**src/rtl/sfw_pkg.sv**
```systemverilog
package sfw_pkg;
    typedef enum logic [2:0] {
        ST_IDLE, ST_STREAM, ST_GAP, ST_POLL_CMD, ST_POLL_RD, ST_WREN, ST_HDR, ST_DATA
    } sfw_state_e;

    localparam logic [7:0] CMD_STATUS    = 8'h05;
    localparam logic [7:0] CMD_WR_EN     = 8'h06;
    localparam logic [7:0] CMD_PROG      = 8'h02;
    localparam logic [7:0] CMD_ERASE_4K  = 8'h20;
    localparam logic [7:0] CMD_ERASE_64K = 8'hD8;
    localparam logic [7:0] BUSY_MASK     = 8'h01;

    localparam logic [2:0] ERR_TIMEOUT = 3'd2;
    localparam logic [2:0] ERR_PENDING = 3'd4;
endpackage

```
**src/rtl/sfw_shift.sv**
```systemverilog
module sfw_shift (
    input  logic       clk,
    input  logic       rst_n,
    input  logic       go_i,
    input  logic [7:0] tx_i,
    input  logic       miso_i,
    output logic       sclk_o,
    output logic       mosi_o,
    output logic       done_o,
    output logic [7:0] rx_o
);
    typedef struct packed {
        logic       active;
        logic       ph;
        logic [2:0] cnt;
        logic [7:0] tx;
        logic [7:0] rx;
        logic       done;
    } shf_t;

    shf_t r_d, r_q;

    always_comb begin
        r_d      = r_q;
        r_d.done = 1'b0;
        if (go_i && !r_q.active) begin
            r_d.active = 1'b1;
            r_d.ph     = 1'b0;
            r_d.cnt    = 3'd0;
            r_d.tx     = tx_i;
        end else if (r_q.active) begin
            if (!r_q.ph) begin
                r_d.ph = 1'b1;
            end else begin
                r_d.ph  = 1'b0;
                r_d.tx  = {r_q.tx[6:0], 1'b0};
                r_d.rx  = {r_q.rx[6:0], miso_i};
                r_d.cnt = r_q.cnt + 3'd1;
                if (r_q.cnt == 3'd7) begin
                    r_d.active = 1'b0;
                    r_d.done   = 1'b1;
                end
            end
        end
    end

    always_ff @(posedge clk) begin
        if (!rst_n) r_q <= '0;
        else        r_q <= r_d;
    end

    assign sclk_o = r_q.active & r_q.ph;
    assign mosi_o = r_q.active & r_q.tx[7];
    assign done_o = r_q.done;
    assign rx_o   = r_q.rx;


    sclk_pulse_chk: assert property (@(posedge clk) disable iff (!rst_n)
        sclk_o |=> !sclk_o);

    go_idle_chk: assert property (@(posedge clk) disable iff (!rst_n)
        go_i |-> !r_q.active);
endmodule

```
**src/rtl/sfw_page_base.sv**
```systemverilog
module sfw_page_base #(
    parameter int SEC_W     = 16,
    parameter int PAGE_W    = 16,
    parameter int SMALL_EXP = 12,
    parameter int BIG_EXP   = 16
) (
    input  logic [SEC_W-1:0]  sector_i,
    input  logic              big_i,
    output logic [PAGE_W-1:0] page_o,
    output logic [7:0]        erase_op_o
);
    import sfw_pkg::*;
    localparam int SMALL_SH = SMALL_EXP - 8;
    localparam int BIG_SH   = BIG_EXP - 8;

    logic [PAGE_W-1:0] wide;
    assign wide       = PAGE_W'(sector_i);
    assign page_o     = big_i ? (wide << BIG_SH) : (wide << SMALL_SH);
    assign erase_op_o = big_i ? CMD_ERASE_64K : CMD_ERASE_4K;
endmodule

```
**src/rtl/sfw_writer.sv**
```systemverilog
module sfw_writer #(
    parameter int SEC_W     = 16,
    parameter int PAGE_W    = 16,
    parameter int SMALL_EXP = 12,
    parameter int BIG_EXP   = 16,
    parameter int GAP_CYC   = 4,
    parameter int POLL_MAX  = 4096
) (
    input  logic             clk,
    input  logic             rst_n,
    input  logic             start_i,
    input  logic [SEC_W-1:0] sector_i,
    input  logic             erase_big_i,
    input  logic             next_i,
    input  logic             finish_i,
    input  logic [7:0]       data_i,
    input  logic             data_valid_i,
    output logic             data_ready_o,
    output logic             err_valid_o,
    output logic [2:0]       err_code_o,
    output logic             spi_sclk_o,
    output logic             spi_cs_n_o,
    output logic             spi_mosi_o,
    input  logic             spi_miso_i
);
    import sfw_pkg::*;
    localparam int GW = $clog2(GAP_CYC + 1);
    localparam int PW = $clog2(POLL_MAX + 1);

    typedef struct packed {
        sfw_state_e        state;
        sfw_state_e        ret;
        logic              pp;
        logic              need_pp;
        logic              cs_n;
        logic              go;
        logic [7:0]        tx;
        logic [SEC_W-1:0]  sector;
        logic              big;
        logic [PAGE_W-1:0] page;
        logic [7:0]        off;
        logic [1:0]        idx;
        logic [GW-1:0]     gap;
        logic [PW-1:0]     poll;
        logic [7:0]        hold;
        logic              err_v;
        logic [2:0]        err_c;
    } regs_t;

    regs_t r_d, r_q;

    logic              shf_done;
    logic [7:0]        shf_rx;
    logic [PAGE_W-1:0] base_page;
    logic [7:0]        erase_op;
    logic [23:0]       addr;
    logic [7:0]        addr_byte;
    logic              flash_busy;

    sfw_shift shf_i (
        .clk    (clk),
        .rst_n  (rst_n),
        .go_i   (r_q.go),
        .tx_i   (r_q.tx),
        .miso_i (spi_miso_i),
        .sclk_o (spi_sclk_o),
        .mosi_o (spi_mosi_o),
        .done_o (shf_done),
        .rx_o   (shf_rx)
    );

    sfw_page_base #(
        .SEC_W(SEC_W), .PAGE_W(PAGE_W), .SMALL_EXP(SMALL_EXP), .BIG_EXP(BIG_EXP)
    ) base_i (
        .sector_i   (r_q.sector),
        .big_i      (r_q.big),
        .page_o     (base_page),
        .erase_op_o (erase_op)
    );

    assign flash_busy = (shf_rx & BUSY_MASK) != 8'h00;
    assign addr       = 24'({(r_q.pp ? r_q.page : base_page), 8'h00});

    always_comb begin
        case (r_q.idx)
            2'd0:    addr_byte = addr[23:16];
            2'd1:    addr_byte = addr[15:8];
            default: addr_byte = addr[7:0];
        endcase
    end

    always_comb begin
        r_d       = r_q;
        r_d.go    = 1'b0;
        r_d.err_v = 1'b0;
        case (r_q.state)
            ST_IDLE, ST_STREAM: begin
                if (start_i) begin
                    if (!r_q.cs_n) begin
                        r_d.err_v = 1'b1;
                        r_d.err_c = ERR_PENDING;
                    end else begin
                        r_d.sector  = sector_i;
                        r_d.big     = erase_big_i;
                        r_d.pp      = 1'b0;
                        r_d.need_pp = 1'b0;
                        r_d.state   = ST_GAP;
                        r_d.gap     = GW'(GAP_CYC - 1);
                        r_d.ret     = ST_POLL_CMD;
                    end
                end else if (r_q.state == ST_STREAM) begin
                    if (next_i) begin
                        r_d.cs_n    = 1'b1;
                        r_d.sector  = r_q.sector + SEC_W'(1);
                        r_d.pp      = 1'b0;
                        r_d.need_pp = 1'b0;
                        r_d.state   = ST_GAP;
                        r_d.gap     = GW'(GAP_CYC - 1);
                        r_d.ret     = ST_POLL_CMD;
                    end else if (finish_i) begin
                        r_d.cs_n    = 1'b1;
                        r_d.need_pp = 1'b0;
                        r_d.state   = ST_GAP;
                        r_d.gap     = GW'(GAP_CYC - 1);
                        r_d.ret     = ST_IDLE;
                    end else if (data_valid_i) begin
                        if (r_q.need_pp) begin
                            r_d.hold    = data_i;
                            r_d.pp      = 1'b1;
                            r_d.need_pp = 1'b0;
                            r_d.cs_n    = 1'b0;
                            r_d.go      = 1'b1;
                            r_d.tx      = CMD_STATUS;
                            r_d.poll    = '0;
                            r_d.state   = ST_POLL_CMD;
                        end else begin
                            r_d.go    = 1'b1;
                            r_d.tx    = data_i;
                            r_d.state = ST_DATA;
                        end
                    end
                end
            end
            ST_GAP: begin
                if (r_q.gap == '0) begin
                    r_d.state = r_q.ret;
                    case (r_q.ret)
                        ST_POLL_CMD: begin
                            r_d.cs_n = 1'b0; r_d.go = 1'b1;
                            r_d.tx = CMD_STATUS; r_d.poll = '0;
                        end
                        ST_WREN: begin
                            r_d.cs_n = 1'b0; r_d.go = 1'b1; r_d.tx = CMD_WR_EN;
                        end
                        ST_HDR: begin
                            r_d.cs_n = 1'b0; r_d.go = 1'b1; r_d.idx = 2'd0;
                            r_d.tx = r_q.pp ? CMD_PROG : erase_op;
                        end
                        default: ;
                    endcase
                end else begin
                    r_d.gap = r_q.gap - GW'(1);
                end
            end
            ST_POLL_CMD: if (shf_done) begin
                r_d.go = 1'b1; r_d.tx = 8'h00; r_d.state = ST_POLL_RD;
            end
            ST_POLL_RD: if (shf_done) begin
                if (!flash_busy) begin
                    r_d.cs_n = 1'b1; r_d.state = ST_GAP;
                    r_d.gap = GW'(GAP_CYC - 1); r_d.ret = ST_WREN;
                end else if (r_q.poll == PW'(POLL_MAX - 1)) begin
                    r_d.cs_n = 1'b1; r_d.need_pp = 1'b0;
                    r_d.err_v = 1'b1; r_d.err_c = ERR_TIMEOUT;
                    r_d.state = ST_GAP; r_d.gap = GW'(GAP_CYC - 1); r_d.ret = ST_IDLE;
                end else begin
                    r_d.poll = r_q.poll + PW'(1);
                    r_d.go = 1'b1; r_d.tx = 8'h00;
                end
            end
            ST_WREN: if (shf_done) begin
                r_d.cs_n = 1'b1; r_d.state = ST_GAP;
                r_d.gap = GW'(GAP_CYC - 1); r_d.ret = ST_HDR;
            end
            ST_HDR: if (shf_done) begin
                if (r_q.idx == 2'd3) begin
                    if (r_q.pp) begin
                        r_d.go = 1'b1; r_d.tx = r_q.hold; r_d.state = ST_DATA;
                    end else begin
                        r_d.cs_n = 1'b1; r_d.page = base_page; r_d.off = 8'h00;
                        r_d.need_pp = 1'b1; r_d.state = ST_GAP;
                        r_d.gap = GW'(GAP_CYC - 1); r_d.ret = ST_STREAM;
                    end
                end else begin
                    r_d.idx = r_q.idx + 2'd1;
                    r_d.go  = 1'b1;
                    r_d.tx  = addr_byte;
                end
            end
            ST_DATA: if (shf_done) begin
                r_d.off = r_q.off + 8'd1;
                if (r_q.off == 8'hFF) begin
                    r_d.page = r_q.page + PAGE_W'(1);
                    r_d.need_pp = 1'b1; r_d.cs_n = 1'b1; r_d.state = ST_GAP;
                    r_d.gap = GW'(GAP_CYC - 1); r_d.ret = ST_STREAM;
                end else begin
                    r_d.state = ST_STREAM;
                end
            end
            default: r_d.state = ST_IDLE;
        endcase
    end

    always_ff @(posedge clk) begin
        if (!rst_n) begin
            r_q      <= '0;
            r_q.cs_n <= 1'b1;
        end else begin
            r_q <= r_d;
        end
    end

    assign data_ready_o = (r_q.state == ST_STREAM) && !start_i && !next_i && !finish_i;
    assign err_valid_o  = r_q.err_v;
    assign err_code_o   = r_q.err_c;
    assign spi_cs_n_o   = r_q.cs_n;

    logic [7:0] hi_cnt_q;
    always_ff @(posedge clk) begin
        if (!rst_n)                           hi_cnt_q <= '0;
        else if (!spi_cs_n_o)                 hi_cnt_q <= '0;
        else if (hi_cnt_q != 8'hFF)           hi_cnt_q <= hi_cnt_q + 8'd1;
    end


    cs_gap_chk: assert property (@(posedge clk) disable iff (!rst_n)
        $fell(spi_cs_n_o) |-> hi_cnt_q >= 8'(GAP_CYC));

    sclk_cs_chk: assert property (@(posedge clk) disable iff (!rst_n)
        spi_cs_n_o |-> !spi_sclk_o);

    ready_quiet_chk: assert property (@(posedge clk) disable iff (!rst_n)
        data_ready_o |-> !spi_sclk_o);

    pend_open_chk: assert property (@(posedge clk) disable iff (!rst_n)
        (err_valid_o && err_code_o == ERR_PENDING) |-> !spi_cs_n_o);

    tout_closed_chk: assert property (@(posedge clk) disable iff (!rst_n)
        (err_valid_o && err_code_o == ERR_TIMEOUT) |-> spi_cs_n_o);
endmodule

```
**config.mk**
```make
export PLATFORM = sky130hd
export DESIGN_NAME = sfw_writer
export DESIGN_NICKNAME = d
export VERILOG_FILES = /design/src/rtl/sfw_pkg.sv /design/src/rtl/sfw_shift.sv /design/src/rtl/sfw_page_base.sv /design/src/rtl/sfw_writer.sv
export SDC_FILE = /design/constraint.sdc
export NUM_CORES = 1
export LEC_CHECK = 0
export BUFFER_PORTS_ARGS = -buffer_cell sky130_fd_sc_hd__buf_2
export CAP_MARGIN = 25
export CORE_MARGIN = 1.5
export CORE_UTILIZATION = 51
export CTS_CLUSTER_DIAMETER = 60
export CTS_CLUSTER_SIZE = 20
export DETAILED_ROUTE_END_ITERATION = 12
export PLACE_DENSITY = 0.83
export SKIP_CTS_REPAIR_TIMING = 1
export SLEW_MARGIN = 20
export SYNTH_ARGS = -nofsm -noshare
export SYNTH_HDL_FRONTEND = slang
export SYNTH_SLANG_ARGS = --single-unit
```
**constraint.sdc**
```tcl
create_clock -name clk -period 2.28 [get_ports clk]
set_input_delay 0.456 -clock clk [delete_from_list [all_inputs] [get_ports clk]]
set_output_delay 0.456 -clock clk [all_outputs]
set_load 0.02 [all_outputs]
```
==> impl_metrics.py <==
metrics = {
    "route": {
        "drcViolationCount": 0,
        "drt-total-wl_mm": 15.9,
        "wire_per_inst_um": 16.4,
        "num_vias": 5949,
        "ant_nets": 0,
        "viasPerCell": 6.16,
        "dr.first_iter.drc_count": 587,
        "dr.pass1.iters": 7,
    },
    "global_routing": {
        "grt_antenna_before_repair": 0,
        "grt_max_degree": 31,
        "grt_pass1_wl_mm": 26.6,
        "grt.total_usage_pct": 26.2,
        "grt_overflow": 0,
        "grt_pass1_vias": 5478,
    },
    "floorplanning": {
        "io_pins": 40,
        "die_w_um": 111,
        "die_y_um": 111,
        "core_sq_mm": 0.0114,
        "die_area_sq_mm": 0.0123,
        "rows": 39,
        "initial_core_util_pct": 52.3,
    },
    "flow_run": {
        "maxCapViolCount": 0,
    },
    "synth": {
        "syn_inst": 769,
        "synth-seq-cells": 99,
        "seq_area_frac_synth_pct": 33.4,
        "synth_cell_types": 76,
        "synth.avg_cell_area_sq_um": 7.73,
        "syn_area_sq_mm": 0.00594,
        "ys_warn_count": 0,
        "synth_edf_count": 0,
        "yosys.area.top_type": "dfxtp_1",
        "synth_top_area_share_pct": 33.4,
        "synth_flop_cell": "dfxtp_1",
        "synth_area_leaders": "dfxtp_1 33%, nand2_1 5.7%, a21oi_1 5.4%",
        "syn_nets": 812,
        "synthArstFlopShare_pct": 0,
    },
    "finish": {
        "fillers": 1012,
        "areaGrowthSynthToFinish_pct": 15.4,
        "drive_gt1_share_pct": 18.7,
        "antenna_cells": 0,
        "fin_nets": 863,
    },
    "setup_path": {
        "start_kind": "flip-flop",
        "critPathMaxFanout": 10,
        "worstSetupEndpointType": "primary output",
        "worstReg2RegStart": "r_q[25]$_SDFFE_PN0P_",
        "critical_path_arrival_ns": 1.82,
        "rrSetupSlack_ns": 0.04,
        "critPathKind": "flip-flop to primary output",
        "startpoint": "r_q[88]$_SDFFE_PN0P_",
        "cp.required_ns": 1.82,
    },
    "power": {
        "power_density_mw_per_mm2": 793,
        "p_sw_mw": 1.93,
        "leakage_nw": 2.60,
        "pwr-share-clk_pct": 26.3,
        "internal-power_mw": 3.50,
        "p_sw_share_pct": 35.6,
        "power_frac_comb_pct": 36.1,
        "sequentialPowerShare_pct": 37.6,
        "max-vdd-ir-drop_uv": 609,
    },
    "clock_network": {
        "numCtsBuffers": 9,
        "cts_buffer_depth": 2,
        "clock_latency_ns": 0.36,
        "htree_levels": 3,
        "cts_tree": "done",
        "ctsRootBufferMaster": "clkbuf_16",
        "path_clk_slew_ns": 0.07,
        "clock_sinks": 99,
    },
    "sta": {
        "finalMaxSlewViolations": 0,
        "hold_viol": 0,
        "finalClockSkew_ns": 0.00783,
        "min_period_ns": 2.28,
        "setup_viol": 0,
        "worst_pin_slew_ns": 0.726,
        "fin_ws_ns": 0.00324,
        "relSlewSlack_pct": 51.2,
        "rsz0062_at_grt": "yes",
        "timing.final.crit_share_pct": 99.9,
        "fmax_ghz": 0.439,
        "tns_ns": 0,
    },
    "placement": {
        "port-buffer-count": 34,
        "gp_congestion": 0.949,
        "dp_hpwl_mm": 11.4,
        "post-place-ws_ns": -0.00701,
    },
    "min_path": {
        "hold_class": "primary input to flip-flop",
        "worstHoldStart": "sector_i[11]",
    },
    "run_status": {
        "outcome": "completed",
    },
}
-- stage by stage --
step	instances	hold WS [ns]	cell area, sq um	total power [mW]	utilization [%]
6_report	966	0.355	6860	5.44	60.3
3_3_place_gp	949	0.440	6510	3.83	57.2
5_1_grt	966	0.361	6860	5.74	60.3
3_5_place_dp	949	0.451	6510	3.87	57.2
4_1_cts	963	0.346	6770	5.30	59.6
2_1_floorplan	769	0.420	5950	3.32	-
-- cells in the final DEF, fill, tap and decap left out, drive strengths merged, types with 5 or more instances in the layout --
cell type,instances
nand2b,15
and3,7
nor2,78
a211oi,10
o32ai,5
a2111oi,6
nor3,16
a21oi,64
nand3,22
or2,6
mux2i,18
a31oi,11
nor4,7
nand2,91
dfxtp,99
a22oi,15
o21ai,37
a21o,5
and2,5
a221oi,7
nand4,16
nor3b,5
mux2,5
xor2,9
or3,8
o31ai,7
nor2b,6
o221a,11
inv,28
o211ai,7
or4,9
clkbuf,11
ha,11
o41ai,7
buf,102
-- kinds of logic (layout without fill, tap and decap cells) --
family / count (synthesis) / after routing / synth area share [%]
AOI/OAI and AO/OA: 223 / 223 / 25.8
xor gates and xnor gates: 12 / 12 / 1.77
other: 1 / 1 / 0.0631
buffers and inverters: 91 / 145 / 6.74
DFF: 99 / 99 / 33.4
muxes: 23 / 23 / 3.98
and+or+nand+nor: 309 / 309 / 26.0
adders and majority gates: 11 / 11 / 2.32
-- state kept, by name, indices dropped and copies added, names as in the netlist --
name	cells
r_q	80
shf_i.r_q	13
err_code_o	2
err_valid_o	1
shf_i.done_o	1
shf_i.rx_o	1
spi_cs_n_o	1
-- worst paths after layout --
| check | endpoint | cells past startpoint |
|---|---|---|
| setup / recovery | data_ready_o | 4 |
| hold / removal | r_q[66]$_SDFFE_PN0P_ | 3 |
| setup reg to reg | r_q[87]$_SDFFE_PN0P_ | 9 |
| hold reg to reg | err_code_o[1]$_SDFFE_PN0P_ | 2 |
-- final cells by class --
class                           instances  area (sq um)  area share, %
Sequential cell                        99          1990           29.0
Tap cell                              143           179           2.61
Multi-Input combinational cell        579          3610           52.7
Timing Repair Buffer                  102           699           10.2
Inverter                               29           109           1.59
Clock inverter                          3          15.0          0.219
Clock buffer                           11           253           3.69
-- worst max-delay path, stage by stage (launching register included) --
cell and delay (ns):
dfxtp_2 0.38, buf_4 0.19, or4b_4 0.57, nor2_4 0.16
buf_4 0.17
-- synth_stat cells (all sizes together), types with 4 or more instances --
master    n
o41ai     7
a32o      4
buf      21
nand4    16
nor2b     6
o221a    11
a2111oi   6
and2      5
o32ai     5
and4      4
clkbuf   41
o211ai    7
a22oi    15
nor4      7
inv      28
a32oi     4
nand3b    4
o31ai     7
dfxtp    99
or2       6
nand2b   15
nand3    22
a31oi    11
nor3b     5
o21ai    37
nor3     16
and3      7
ha       11
or4       9
a211oi   10
or3       8
a21o      5
a21oi    64
nor2     78
mux2i    18
xor2      9
nand2    91
mux2      5
a221oi    7
-- routing by layer --
| layer | global-route usage [%] | share of wire, % |
|---|---|---|
| met5 | 0 | 0 |
| met4 | 9.32 | 2.4 |
| met3 | 6.78 | 7.1 |
| met2 | 42.3 | 48 |
| met1 | 34.0 | 43 |
-- power groups by stage --
stage	clock, mW	combinational [mW]	sequential, mW
6_report	1.43	1.96	2.05
5_1_grt	1.53	2.15	2.06
4_1_cts	1.46	1.81	2.03
3_5_place_dp	0	1.80	2.07
3_3_place_gp	0	1.76	2.07
2_1_floorplan	0	1.34	1.98
(Power assumes the default switching activity.)
